==> src/rtl/clkfs_pkg.sv <==
package clkfs_pkg;
  typedef enum logic [2:0] {
    SRC_LFX = 3'd0,
    SRC_HFX = 3'd1,
    SRC_DCO = 3'd2,
    SRC_REF = 3'd3,
    SRC_VLO = 3'd4
  } src_e;

  localparam int NMON    = 3;
  localparam int NOUT    = 3;
  localparam int SEL_W   = 3;
  localparam int MON_LFX = 0;
  localparam int MON_HFX = 1;
  localparam int MON_DCO = 2;
endpackage

==> src/rtl/flt_mon.sv <==
module flt_mon #(
  parameter int WIN_CYC = 16
) (
  input  logic clk_i,
  input  logic rst_ni,
  input  logic en_i,
  input  logic act_i,
  input  logic clr_i,
  output logic flag_o,
  output logic ok_o
);
  localparam int CW = $clog2(WIN_CYC + 1);
  localparam logic [CW-1:0] WIN_V = CW'(WIN_CYC);

  logic [CW-1:0] idle_q, run_q;
  logic          flag_q, cond;

  assign cond = en_i && (idle_q == WIN_V);

  always_ff @(posedge clk_i or negedge rst_ni) begin
    if (!rst_ni)                 idle_q <= '0;
    else if (!en_i || act_i)     idle_q <= '0;
    else if (idle_q != WIN_V)    idle_q <= idle_q + 1'b1;
  end

  // sticky: only a clear with the condition gone drops it
  always_ff @(posedge clk_i or negedge rst_ni) begin
    if (!rst_ni) flag_q <= 1'b0;
    else         flag_q <= cond | (flag_q & ~clr_i);
  end

  always_ff @(posedge clk_i or negedge rst_ni) begin
    if (!rst_ni)               run_q <= '0;
    else if (flag_q || cond)   run_q <= '0;
    else if (run_q != WIN_V)   run_q <= run_q + 1'b1;
  end

  assign flag_o = flag_q;
  assign ok_o   = (run_q == WIN_V) && !flag_q;


  flag_set_chk: assert property (@(posedge clk_i) disable iff (!rst_ni)
    cond |=> flag_q);

  flag_hold_chk: assert property (@(posedge clk_i) disable iff (!rst_ni)
    (flag_q && !clr_i) |=> flag_q);

  no_ok_flag_chk: assert property (@(posedge clk_i) disable iff (!rst_ni)
    flag_q |=> !ok_o);
endmodule

==> src/rtl/clk_route.sv <==
module clk_route
  import clkfs_pkg::*;
(
  input  logic [SEL_W-1:0] sel_i,
  input  logic [NMON-1:0]  ok_i,
  output logic [SEL_W-1:0] eff_o
);
  always_comb begin
    case (sel_i)
      SRC_LFX: eff_o = ok_i[MON_LFX] ? SRC_LFX : SRC_REF;
      SRC_HFX: eff_o = ok_i[MON_HFX] ? SRC_HFX : SRC_DCO;
      SRC_DCO: eff_o = SRC_DCO;  // last resort, never replaced
      SRC_REF: eff_o = SRC_REF;
      SRC_VLO: eff_o = SRC_VLO;
      default: eff_o = SRC_DCO;
    endcase
  end
endmodule

==> src/rtl/clk_failsafe_sel.sv <==
module clk_failsafe_sel
  import clkfs_pkg::*;
#(
  parameter int WIN_CYC = 16
) (
  input  logic             clk_i,
  input  logic             rst_ni,
  input  logic [NMON-1:0]  osc_en_i,
  input  logic [NMON-1:0]  osc_act_i,
  input  logic [NMON-1:0]  flt_clr_i,
  input  logic [NMON-1:0]  flt_ie_i,
  input  logic [SEL_W-1:0] sel_cpu_i,
  input  logic [SEL_W-1:0] sel_sub_i,
  input  logic [SEL_W-1:0] sel_aux_i,
  output logic [SEL_W-1:0] eff_cpu_o,
  output logic [SEL_W-1:0] eff_sub_o,
  output logic [SEL_W-1:0] eff_aux_o,
  output logic [NMON-1:0]  flt_o,
  output logic             flt_irq_o,
  output logic             dco_keep_o
);
  logic [NMON-1:0]  flag, ok;
  logic [SEL_W-1:0] sel [NOUT];
  logic [SEL_W-1:0] eff [NOUT];

  for (genvar m = 0; m < NMON; m++) begin : g_mon
    flt_mon #(.WIN_CYC(WIN_CYC)) u_mon (
      .clk_i  (clk_i),
      .rst_ni (rst_ni),
      .en_i   (osc_en_i[m]),
      .act_i  (osc_act_i[m]),
      .clr_i  (flt_clr_i[m]),
      .flag_o (flag[m]),
      .ok_o   (ok[m])
    );
  end

  assign sel[0] = sel_cpu_i;
  assign sel[1] = sel_sub_i;
  assign sel[2] = sel_aux_i;

  for (genvar o = 0; o < NOUT; o++) begin : g_out
    clk_route u_route (
      .sel_i (sel[o]),
      .ok_i  (ok),
      .eff_o (eff[o])
    );
  end

  assign eff_cpu_o  = eff[0];
  assign eff_sub_o  = eff[1];
  assign eff_aux_o  = eff[2];
  assign flt_o      = flag;
  assign flt_irq_o  = |(flag & flt_ie_i);
  assign dco_keep_o = |flag;


  no_dead_lfx_chk: assert property (@(posedge clk_i) disable iff (!rst_ni)
    flag[MON_LFX] |-> (eff_cpu_o != SRC_LFX && eff_sub_o != SRC_LFX && eff_aux_o != SRC_LFX));

  no_dead_hfx_chk: assert property (@(posedge clk_i) disable iff (!rst_ni)
    flag[MON_HFX] |-> (eff_cpu_o != SRC_HFX && eff_sub_o != SRC_HFX && eff_aux_o != SRC_HFX));

  irq_keep_chk: assert property (@(posedge clk_i) disable iff (!rst_ni)
    flt_irq_o |-> dco_keep_o);
endmodule

==> config.mk <==
export PLATFORM = sky130hd
export DESIGN_NAME = clk_failsafe_sel
export DESIGN_NICKNAME = d
export VERILOG_FILES = /design/src/rtl/clkfs_pkg.sv /design/src/rtl/flt_mon.sv /design/src/rtl/clk_route.sv /design/src/rtl/clk_failsafe_sel.sv
export SDC_FILE = /design/constraint.sdc
export NUM_CORES = 1
export LEC_CHECK = 0
export ABC_CLOCK_PERIOD_IN_PS = 2100
export BUFFER_PORTS_ARGS = -buffer_cell sky130_fd_sc_hd__buf_2
export CAP_MARGIN = 20
export CORE_MARGIN = 2
export CORE_UTILIZATION = 53
export CTS_CLUSTER_DIAMETER = 50
export DETAILED_ROUTE_END_ITERATION = 16
export PLACE_DENSITY = 0.79
export SLEW_MARGIN = 20
export SYNTH_ARGS = -nofsm -noshare
export SYNTH_HDL_FRONTEND = slang
export SYNTH_SLANG_ARGS = --single-unit
==> constraint.sdc <==
create_clock -name clk_i -period 2.1 [get_ports clk_i]
set_clock_uncertainty 0.1 [all_clocks]
set_input_delay 0.42 -clock clk_i [delete_from_list [all_inputs] [get_ports clk_i]]
set_output_delay 0.42 -clock clk_i [all_outputs]
set_load 0.01 [all_outputs]
==> results.tsv <==
metric	value	unit
drt wl/cell	15.8	um
Filler Cells Inserted	240	
initial antenna violation count	0	
Peak VDD IR	0.453	mV
Chip Height	59.3	um
DRC	0	
Critical Path, Cell by Cell	inv_2, ha_4, and4bb_2, buf_4, buf_4, a221oi_2, buf_2	
pre-CTS WS	0.0718	ns
GRT overflow	0	
Starting Density	54.5	%
post-synthesis adder-cell area fraction	7.71	%
CORE AREA	2980	sq um
CTS tree	built	
Post-DRT Antenna Nets	0	
synthesized flop and latch total	28	
area fraction in compound gates after synthesis	7.79	%
WP data arrival	1.87	ns
Syn-to-layout area delta	23.8	%
fin crit period	2.39	ns
outcome	finished, violations left	
Vias	1393	
FF+latch area	701	sq um
Slew @ Worst Pin	0.616	ns
DRT Pass-1 Iters	4	
Cell variety after synth	30	
largest net degree at the start of global routing	29	
CP most frequent cell	buf_4	
most frequent cells in the layout	buf_2, dfrtp_1, nor2_1	
Final setup viols	6	
Syn Area/Cell	9.72	sq um
NumNets Final	249	
first-pass GRT wire length	6310	um
crit path launch type	flop	
relative slew slack	58.9	%
Multi-input gate area	872	sq um
Synth Warn #	0	
Pleak	0.991	nW
failing checks	setup timing	
Cells after Synth	167	
largest family of logic cells by synthesized area	simple AND/OR/NAND/NOR gates	
Clock Path Buffers	2	
ant diodes	0	
insertion delay to the later sink of the worst-skew pair	0.33	ns
GRT Overall Usage	24.0	%
power density over the cells	833	nW/um^2
fin. max-slew vios	0	
XOR/XNOR Fraction of Synth Area	10.3	%
Clk pin slew, worst setup/hold paths	0.15	ns
H-tree depth	1	
Top-Level Pins	37	
Crit-path slowest cell	dfrtp_1	
fmax	0.419	GHz
Max Cap Violations	0	
post-DP HPWL	2740	um
design area	2010	sq um
TritonCTS Buffers	3	
layout cells sized above 1	31.6	%
Mapped Nets	200	
commonest non-fill, non-tap cell in the layout	buf_2	
mux cell area share after synthesis	3.08	%
Final period util	114	%
Total Wirelength	3910	um
Crit path largest cell delay	0.40	ns
row cnt	20	
critical path peak fanout	3	
vias in the first global route	1429	
post-route setup slack	-0.288	ns
PortBufs	36	
CP Class	reg2out	
dpl cell area	1820	sq um
min-delay worst type	in2reg	
vias per cell	5.62	
WP data required	1.58	ns
Synth Area in Simple Gates	21.2	%
CTS root buffer	clkbuf_4	
die area	3520	sq um
CTS sink cnt	28	
final hold violations	0	
1st-iter DRT viols	39	
Seq/Total Area, Yosys	43.2	%
Post-Syn Area	1620	sq um
unrepaired setup endpoints after global routing	yes	
DIE WIDTH	59.3	um
minimum hold slack	0.155	ns
Final Wtd Congestion	0.723	
CP Capture Type	output pin	
Yosys cell counts:
master	number	share of area, %
or3b_1	1	0.54
a21oi_2	1	0.54
a222oi_1	1	0.62
a2111oi_2	1	0.92
a21oi_1	1	0.31
buf_2	1	0.31
buf_4	4	1.9
a31oi_1	2	0.77
xor2_1	11	5.9
and4bb_4	1	1.0
nand3_1	11	3.4
nand2b_1	6	2.3
dfrtp_1	28	43
nand4bb_1	1	0.69
and4bb_2	1	0.77
nand2_1	5	1.2
or2b_1	1	0.46
o21ai_0	3	0.92
a221oi_1	3	1.6
a21o_2	1	0.54
mux2i_1	5	3.1
xnor2_1	8	4.3
a21o_1	1	0.46
and4bb_1	2	1.5
ha_1	10	7.7
nor2_1	25	5.8
nor3_1	8	2.5
nor4b_1	2	1.1
inv_1	20	4.6
o311ai_0	2	1.1
layer usage:
metal  up-vias  GRT usage [%]  part of all wire (%)
li1        659              -                     -
met1       679           27.7                    40
met2        44           44.1                    54
met3        11           2.84                   3.8
met4         0           10.4                   2.5
met5         -              0                     0
stage by stage:
stage	utilization, %	setup TNS, ns	cells	total power, mW
floorplan	-	0	167	1.07
global placement	61.3	0	233	1.17
detailed placement	61.3	0	233	1.23
CTS	66.3	-0.924	246	1.61
global route	67.5	-1.81	248	1.79
finish	67.5	-1.32	248	1.67
repair_timing:
action,CTS,global route
setup endpoints to repair,6,6
pin swaps,2,5
resized for setup,10,4
hold endpoints to repair,15,0
cloned,0,0
hold buffers,1,0
setup buffers,8,2
power by group:
| group | total [mW] | internal, mW | switching [mW] |
|---|---|---|---|
| Clock | 0.260 | 0.106 | 0.154 |
| Combinational | 0.670 | 0.338 | 0.332 |
| Sequential | 0.745 | 0.650 | 0.0944 |
| Total | 1.67 | 1.09 | 0.580 |
worst paths after layout:
check / startpoint / end / slack (ns) / depth (start not counted)
max reg2reg: g_mon[1].u_mon.run_q[1] / g_mon[1].u_mon.run_q[1] / 0.41 / 8
min reg2reg: g_mon[2].u_mon.idle_q[4] / g_mon[2].u_mon.idle_q[4] / 0.46 / 2
max: g_mon[1].u_mon.run_q[1] / eff_sub_o[1] / -0.29 / 7
min in group asynchronous: rst_ni / g_mon[1].u_mon.idle_q[2] / 0.51 / 2
max in group asynchronous: rst_ni / g_mon[0].u_mon.run_q[3] / 0.98 / 2
min: flt_clr_i[1] / g_mon[1].u_mon.flag_o / 0.16 / 2
registers in the layout, indices dropped and copies added, names as in the netlist:
register,flops
g_mon.u_mon.flag_o,3
g_mon.u_mon.run_q,10
g_mon.u_mon.idle_q,15
worst max-delay path: cells and delay by family (launching register included):
| family | cells | cell delay, ns |
|---|---|---|
| buffers and inverters | 4 | 0.51 |
| flip-flops | 1 | 0.40 |
| AND/OR/NAND/NOR | 1 | 0.25 |
| AO/OA/AOI/OAI | 1 | 0.23 |
| adder cells (fa/ha/maj) | 1 | 0.14 |
cells by family (layout without fill, tap and decap cells):
group	count (synthesis)	in the layout
AO/OA/AOI/OAI	16	16
AND/OR/NAND/NOR	64	64
buffers and inverters	25	73
multiplexers	5	5
XOR/XNOR	19	19
adder cells (fa/ha/maj)	10	10
flip-flops	28	28
layout make-up:
type | count | area share (%)
tap | 33 | 2.05
timing repair buffer | 49 | 14.1
multi-input combinational | 114 | 43.4
inverter | 20 | 3.74
sequential | 28 | 34.9
clock buffer | 4 | 1.81
(Power assumes the default switching activity.)
